$ cat src/rtl/fsync_pkg.sv
package fsync_pkg;

  // Index of each strobe inside the per-output arrays; it matches the mode bit
  localparam int unsigned OUT_FAST = 0;
  localparam int unsigned OUT_SLOW = 1;
  localparam int unsigned N_OUTS   = 2;

  // Frames per superframe (slow period in fast frames)
  localparam int unsigned FRAMES_PER_SUPER = 4;

  // Mode field location inside the control register
  localparam int unsigned MODE_LSB = 4;
  localparam int unsigned MODE_W   = 2;

  typedef logic [MODE_W-1:0] mode_t;

  localparam mode_t MODE_RESET = 2'b00;

endpackage

$ cat src/rtl/fsync_frame_ctr.sv
module fsync_frame_ctr #(
  parameter int unsigned FRAME_CYCLES = 2430,
  parameter int unsigned SUPER_CYCLES = 9720,
  parameter int unsigned PW           = 14
) (
  input  logic          clk,
  input  logic          rst,
  output logic [PW-1:0] fast_phase,
  output logic [PW-1:0] slow_phase,
  output logic          super_last
);

  localparam logic [PW-1:0] ONE       = PW'(1);
  localparam logic [PW-1:0] FAST_LAST = PW'(FRAME_CYCLES - 1);
  localparam logic [PW-1:0] SLOW_LAST = PW'(SUPER_CYCLES - 1);

  always_ff @(posedge clk) begin
    if (rst) begin
      fast_phase <= '0;
      slow_phase <= '0;
    end else begin
      fast_phase <= (fast_phase == FAST_LAST) ? '0 : fast_phase + ONE;
      slow_phase <= (slow_phase == SLOW_LAST) ? '0 : slow_phase + ONE;
    end
  end

  assign super_last = (slow_phase == SLOW_LAST);

  AST_PHASE_ALIGN: assert property (@(posedge clk) disable iff (rst)
    (slow_phase == '0) |-> (fast_phase == '0));

  AST_FAST_RANGE: assert property (@(posedge clk) disable iff (rst)
    fast_phase <= FAST_LAST);

endmodule

$ cat src/rtl/fsync_cfg_regs.sv
module fsync_cfg_regs
  import fsync_pkg::*;
#(
  parameter int unsigned ADDR_W     = 5,
  parameter int unsigned DATA_W     = 8,
  parameter int unsigned WID_W      = 4,
  parameter logic [ADDR_W-1:0] CTRL_ADDR  = 5'h04,
  parameter logic [ADDR_W-1:0] WIDTH_ADDR = 5'h10
) (
  input  logic              clk,
  input  logic              rst,
  input  logic              wr_en,
  input  logic [ADDR_W-1:0] wr_addr,
  input  logic [DATA_W-1:0] wr_data,
  input  logic              apply,
  output mode_t             act_mode,
  output logic [WID_W-1:0]  act_width
);

  localparam logic [WID_W-1:0] WID_ONE = WID_W'(1);

  mode_t             pend_mode;
  logic [WID_W-1:0]  pend_width;

  // Pending copies follow software writes at once
  always_ff @(posedge clk) begin
    if (rst) begin
      pend_mode  <= MODE_RESET;
      pend_width <= WID_ONE;
    end else if (wr_en) begin
      if (wr_addr == CTRL_ADDR)
        pend_mode <= wr_data[MODE_LSB +: MODE_W];
      if (wr_addr == WIDTH_ADDR)
        pend_width <= wr_data[WID_W-1:0];
    end
  end

  // Active copies move only at the superframe boundary; zero width folds to one
  always_ff @(posedge clk) begin
    if (rst) begin
      act_mode  <= MODE_RESET;
      act_width <= WID_ONE;
    end else if (apply) begin
      act_mode  <= pend_mode;
      act_width <= (pend_width == '0) ? WID_ONE : pend_width;
    end
  end

  AST_CFG_HOLD: assert property (@(posedge clk) disable iff (rst)
    !$past(apply) |-> ($stable(act_mode) && $stable(act_width)));

  AST_WIDTH_NONZERO: assert property (@(posedge clk) disable iff (rst)
    act_width != '0);

endmodule

$ cat src/rtl/fsync_shaper.sv
module fsync_shaper #(
  parameter int unsigned PW = 14
) (
  input  logic          clk,
  input  logic          rst,
  input  logic [PW-1:0] phase,
  input  logic [PW-1:0] high_len,
  output logic          pulse_o
);

  always_ff @(posedge clk) begin
    if (rst) pulse_o <= 1'b0;
    else     pulse_o <= (phase < high_len);
  end

  AST_START_HIGH: assert property (@(posedge clk) disable iff (rst)
    (phase == '0) |=> pulse_o);

endmodule

$ cat src/rtl/fsync_pulse_gen.sv
module fsync_pulse_gen
  import fsync_pkg::*;
#(
  parameter int unsigned FRAME_CYCLES = 2430,
  parameter int unsigned ADDR_W       = 5,
  parameter int unsigned DATA_W       = 8,
  parameter int unsigned WID_W        = 4,
  parameter logic [ADDR_W-1:0] CTRL_ADDR  = 5'h04,
  parameter logic [ADDR_W-1:0] WIDTH_ADDR = 5'h10
) (
  input  logic              clk,
  input  logic              rst,
  input  logic              wr_en,
  input  logic [ADDR_W-1:0] wr_addr,
  input  logic [DATA_W-1:0] wr_data,
  output logic              sync_fast_o,
  output logic              sync_slow_o
);

  localparam int unsigned SUPER_CYCLES = FRAME_CYCLES * FRAMES_PER_SUPER;
  localparam int unsigned PW           = $clog2(SUPER_CYCLES);

  logic [PW-1:0]    fast_phase, slow_phase;
  logic             super_last;
  mode_t            act_mode;
  logic [WID_W-1:0] act_width;
  logic [PW-1:0]    width_ext;
  logic [PW-1:0]    phase_arr [N_OUTS];
  logic [N_OUTS-1:0] pulse_arr;

  fsync_frame_ctr #(
    .FRAME_CYCLES(FRAME_CYCLES),
    .SUPER_CYCLES(SUPER_CYCLES),
    .PW(PW)
  ) ctr_i (
    .clk(clk), .rst(rst),
    .fast_phase(fast_phase), .slow_phase(slow_phase),
    .super_last(super_last)
  );

  fsync_cfg_regs #(
    .ADDR_W(ADDR_W), .DATA_W(DATA_W), .WID_W(WID_W),
    .CTRL_ADDR(CTRL_ADDR), .WIDTH_ADDR(WIDTH_ADDR)
  ) regs_i (
    .clk(clk), .rst(rst),
    .wr_en(wr_en), .wr_addr(wr_addr), .wr_data(wr_data),
    .apply(super_last),
    .act_mode(act_mode), .act_width(act_width)
  );

  assign width_ext           = PW'(act_width);
  assign phase_arr[OUT_FAST] = fast_phase;
  assign phase_arr[OUT_SLOW] = slow_phase;

  for (genvar g = 0; g < N_OUTS; g++) begin : g_out
    localparam int unsigned PERIOD = (g == OUT_FAST) ? FRAME_CYCLES : SUPER_CYCLES;
    localparam logic [PW-1:0] HALF = PW'(PERIOD / 2);
    logic [PW-1:0] high_len;

    assign high_len = act_mode[g] ? width_ext : HALF;

    fsync_shaper #(.PW(PW)) shp_i (
      .clk(clk), .rst(rst),
      .phase(phase_arr[g]), .high_len(high_len),
      .pulse_o(pulse_arr[g])
    );
  end

  assign sync_fast_o = pulse_arr[OUT_FAST];
  assign sync_slow_o = pulse_arr[OUT_SLOW];

  AST_RESET_LOW: assert property (@(posedge clk)
    $past(rst) |-> (!sync_fast_o && !sync_slow_o));

  AST_SLOW_RISE_ALIGN: assert property (@(posedge clk) disable iff (rst)
    $rose(sync_slow_o) |-> $rose(sync_fast_o));

endmodule

$ cat config.mk
export PLATFORM = sky130hd
export DESIGN_NAME = fsync_pulse_gen
export DESIGN_NICKNAME = d
export VERILOG_FILES = /design/src/rtl/fsync_pkg.sv /design/src/rtl/fsync_frame_ctr.sv /design/src/rtl/fsync_cfg_regs.sv /design/src/rtl/fsync_shaper.sv /design/src/rtl/fsync_pulse_gen.sv
export SDC_FILE = /design/constraint.sdc
export NUM_CORES = 1
export LEC_CHECK = 0
export ABC_AREA = 1
export CAP_MARGIN = 25
export CORE_MARGIN = 3
export CORE_UTILIZATION = 50
export DETAILED_ROUTE_END_ITERATION = 8
export PLACE_DENSITY = 0.69
export SLEW_MARGIN = 0
export SYNTH_ARGS = -nofsm -noshare
export SYNTH_HDL_FRONTEND = slang
export SYNTH_HIERARCHICAL = 1
export SYNTH_SLANG_ARGS = --single-unit
$ cat constraint.sdc
create_clock -name clk -period 2.8 [get_ports clk]
set_input_delay 0.56 -clock clk [delete_from_list [all_inputs] [get_ports clk]]
set_output_delay 0.56 -clock clk [all_outputs]
set_load 0.05 [all_outputs]
-- Yosys cells after proc, flatten, opt, wreduce, memory -nomap -nowiden
Cells that the tools add are included.
- $add $sub $neg: 2
- $lt $le $gt $ge: 2
- equal/unequal tests: 4
- multiplexer cells: 3
- reduce and logical (&&, ||, !) cells: 5
- operator list (operator ; count):
    14-bit by 1-bit adder with 14-bit output (second input constant) ; 2
    14-bit by 12-bit equality test with 1-bit output (second input constant) ; 1
    14-bit equality test (second input constant) ; 1
    14-bit by 11-bit < comparator with 1-bit output ; 1
    14-bit by 13-bit < comparator with 1-bit output ; 1
    13-bit two-way mux ; 1
    11-bit two-way mux ; 1
    5-bit by 3-bit equality test with 1-bit output (second input constant) ; 1
    5-bit equality test (second input constant) ; 1
    4-bit logical NOT ; 1
    4-bit two-way mux ; 1
    2-bit AND reduction ; 2
    2-bit OR reduction ; 2
- flip-flop bits (word level): 42
- output and inout port bits: 2
- word-level logic and storage cells: 24

-- Longest topological paths before layout
- word-level depth: 2
- depth in mapped cells: 11
- depth with buffers taken out: 11

-- Modules after synthesis
The synthesis kept the hierarchy.
- by module, submodules not included (module ; times used ; cells each ; area an instance (sq um) ; sequential area each (sq um)):
    fsync_frame_ctr ; 1 ; 199 ; 1422.6 ; 560.5
    fsync_shaper ; 2 ; 73 ; 410.4 ; 20.0
    fsync_cfg_regs ; 1 ; 71 ; 499.2 ; 240.2
    fsync_pulse_gen ; 1 ; 17 ; 63.8 ; 0.0

-- Worst setup path before layout
Ideal clock, no wire load.
- path kind: reg-to-reg
- from: register regs_i.act_mode[1]
- to: register g_out[1].shp_i.pulse_o
- arrival: 1.191 ns
- data required time: 2.691 ns
- slack: 1.500 ns
- stages on the path, launching flop included: 11
- buffers on the path: 0
- clock period less this slack: 1.300 ns
- cell sequence: dfxtp_1 -> inv_1 -> inv_1 -> ha_1 -> nand2_1 -> nor2_2 -> nand2_1 -> nor2_1 -> nor2_1 -> nand2_1 -> inv_1
- longest elaborated chain between the ends: 2
- RTL lines (what ; line ; RTL):
    from (decl) ; fsync_cfg_regs.sv:16 ; output mode_t act_mode,
    from (signal assigned) ; fsync_cfg_regs.sv:44 ; act_mode <= pend_mode;
    13-bit two-way mux ; fsync_pulse_gen.sv:60 ; assign high_len = act_mode[g] ? width_ext : HALF;
    named net g_out[1].high_len[12] ; fsync_pulse_gen.sv:58 ; logic [PW-1:0] high_len;
    14-bit by 13-bit < comparator with 1-bit output ; fsync_shaper.sv:13 ; else pulse_o <= (phase < high_len);
    to (signal assigned) ; fsync_shaper.sv:13 ;
    to (decl) ; fsync_shaper.sv:8 ; output logic pulse_o
The timed path passes the listed nets, and every way through them passes these cells.
A chain may end at the register's enable or synchronous reset.

-- Worst setup path after layout
- from: register g_out[1].shp_i.pulse_o
- to: output port sync_slow_o
- RTL lines (what ; line ; RTL):
    to (decl) ; fsync_pulse_gen.sv:17 ; output logic sync_slow_o
No word-level cell between the ends.

==> results.json <==
{
  "status": "finished, final reports clean",
  "netlist_area_um2": 2810,
  "place_ws_ps": 908,
  "hold_violations": 0,
  "clk_path_buf_depth": 2,
  "gr-usage-all-layers": 0.177,
  "cp_top_family": "buffers and inverters",
  "placed_cell_area_um2": 3050,
  "avgSynthCellArea_um2": 6.48,
  "global_route.usage.met3": 0.0377,
  "cp_slowest_stage_delay_ps": 790,
  "coreArea_um2": 5270,
  "grt_pass1_vias": 2186,
  "post_cts_buffers": 0,
  "finalSetupViolCount": 0,
  "cp_max_fo": 1,
  "gp_congestion": 0.789,
  "regArea_um2": 841,
  "rsz0062_at_grt": "false",
  "skew_ps": 6.07,
  "vias": 2460,
  "post_drt_via_cell_ratio": 4.62,
  "yosys_warnings": 6,
  "clk_latency_ps": 300,
  "dieHeight_um": 80.9,
  "dieArea_um2": 6550,
  "busiest_layer": "met2",
  "required_ps": 2240,
  "power.leakage_uw": 0.00156,
  "cts.sinks": 42,
  "cts_resized": 0,
  "drc": 0,
  "grt_max_degree": 15,
  "setup_slack_ps": 845,
  "htreeDepth": 2,
  "ant_nets": 0,
  "num_antenna_cells": 0,
  "multi_input_area_um2": 1640,
  "ctsRootBufferMaster": "clkbuf_8",
  "numCtsBuffers": 5,
  "drv_slew": 0,
  "period_minus_slack_ps": 1960,
  "synth_area_leaders": "dfxtp_1 (30%), nand2_1 (16%), ha_1 (13%), inv_1 (12%), nor2_1 (8.4%)",
  "arrival_ps": 1400,
  "post_drt_wl_per_cell_um": 9.67,
  "slowest_stage": "clkdlybuf4s50_1",
  "portBuffers": 15,
  "grt_pass1_wl_um": 9200,
  "peakVddDrop_uv": 299,
  "synth_cell_types": 27,
  "rows": 26,
  "grtUsageMet1": 0.224,
  "maxCapViolCount": 0,
  "grt_overflow": 0,
  "clk_pin_slew_ps": 80,
  "area_growth_pct": 11.9,
  "path_class": "reg2out",
  "synthDominantCellAreaShare": 0.300,
  "fin_nets": 506,
  "initialDrtViolationCount": 134,
  "antenna_found_initial": 0,
  "fillCellCount": 551,
  "stdcell_area_um2": 3140,
  "io-pin-count": 18,
  "dpl.hpwl_um": 4060,
  "drive_above_1_share": 0.0693,
  "grt_use_met2": 0.301,
  "start_util": 0.533,
  "fmax_ghz": 0.511,
  "wl_um": 5140,
  "synthCells": 433,
  "hold_class": "reg2reg",
  "synth_seq_area_share": 0.300,
  "synth_seq_cells": 42,
  "cp-end-kind": "primary output",
  "finalSetupTns_ps": 0,
  "crit_path_cell_trace": "clkdlybuf4s50_1",
  "hold_buffers": 0,
  "firstDrtPassIters": 4,
  "power.density_nw_per_um2": 356,
  "cp-start-kind": "flop",
  "path_buf_inv": 1,
  "yosysTopAreaCell": "dfxtp_1",
  "fin_crit_sh": 0.698,
  "cts_tree": "yes",
  "fp.dieW_um": 80.9
}
[per-layer routing]
metal	vias up	routed length, um
met2	38	2380
met5	-	0
met3	5	218
li1	1356	-
met4	0	63
met1	1061	2480
[cells in the mapped netlist, drive strengths merged]
master	n
or2	3
xnor2	5
clkinv	1
inv	88
buf	3
nand2	127
dfxtp	42
nor3	1
a21oi	20
nand3b	1
xor2	5
nand4	6
conb	1
nand3	20
nor2	72
ha	29
a31oi	1
o21bai	1
o21ai	7
[through the flow]
| step | hold slack [ps] | total power, uW | utilization | std cells |
|---|---|---|---|---|
| 4_1_cts | 466 | 1130 | 0.596 | 532 |
| 2_1_floorplan | 433 | 688 | - | 442 |
| 3_3_place_gp | 450 | 718 | 0.579 | 524 |
| 6_report | 464 | 1120 | 0.596 | 532 |
| 5_1_grt | 485 | 1170 | 0.596 | 532 |
| 3_5_place_dp | 453 | 720 | 0.579 | 524 |
[worst paths after layout]
check / from / end / slack [ps] / cells after the start
worst min register to register: regs_i/pend_mode[0]$_SDFFE_PP0P_ / regs_i/act_mode[0]$_SDFFE_PP0P_ / 460 / 2
worst min-delay path: regs_i/pend_mode[0]$_SDFFE_PP0P_ / regs_i/act_mode[0]$_SDFFE_PP0P_ / 460 / 2
worst max register to register: ctr_i/slow_phase[1]$_SDFF_PP0_ / regs_i/act_width[0]$_SDFFE_PP1P_ / 1220 / 8
worst max-delay path: g_out[1].shp_i/pulse_o$_SDFF_PP0_ / sync_slow_o / 840 / 1
[cells by family after synthesis]
kind of cell	count (synthesis)	share of synthesized area
flip-flops	42	0.300
adder cells (fa/ha/maj)	29	0.129
AND/OR/NAND/NOR	230	0.354
AO/OA/AOI/OAI	29	0.0557
XOR/XNOR	10	0.0312
other	1	0.00134
buffers and inverters	92	0.129
[layout by cell type (no fill, tap or decap), types with 2 or more instances in the layout]
cell type / synthesis / layout
nor2_2: 5 / 5
ha_1: 29 / 29
inv_1: 87 / 87
nand2_2: 10 / 10
nand4_1: 6 / 6
or2_0: 2 / 2
a21oi_2: 2 / 2
clkdlybuf4s50_1: 0 / 15
xnor2_1: 5 / 5
nor2_4: 4 / 4
nor2_1: 63 / 63
nand2_1: 117 / 117
conb_1: 1 / 10
clkbuf_8: 0 / 6
o21ai_0: 7 / 7
dfxtp_1: 42 / 42
a21oi_1: 18 / 18
nand3_1: 18 / 18
xor2_1: 5 / 5
nand3_2: 2 / 2
[where the power goes]
part | internal, uW | total, uW | switching (uW)
Combinational | 40.5 | 87.8 | 47.4
Sequential | 607 | 618 | 11.1
Clock | 199 | 412 | 213
Total | 846 | 1120 | 271
[sequential cells by signal, summed over array words and instances (netlist names)]
register and cells:
regs_i/pend_width 4, regs_i/pend_mode 2, ctr_i/slow_phase 14, regs_i/act_width 4, ctr_i/fast_phase 14, regs_i/act_mode 2
g_out.shp_i/pulse_o 2
[cell type report]
class | count | share of cell area
Sequential cell | 42 | 0.268
Multi-Input combinational cell | 308 | 0.521
Clock buffer | 7 | 0.0275
Clock inverter | 1 | 0.00159
Inverter | 89 | 0.106
Timing Repair Buffer | 15 | 0.0478
Tap cell | 70 | 0.0279
[worst register-to-register path: stages (launching register included)]
cell,delay (ps)
dfxtp_1,400
ha_1,230
nand2_1,70
nor2_1,130
nand2_2,90
inv_1,240
inv_1,130
nor2_1,90
o21ai_0,70
(Power assumes the default switching activity.)
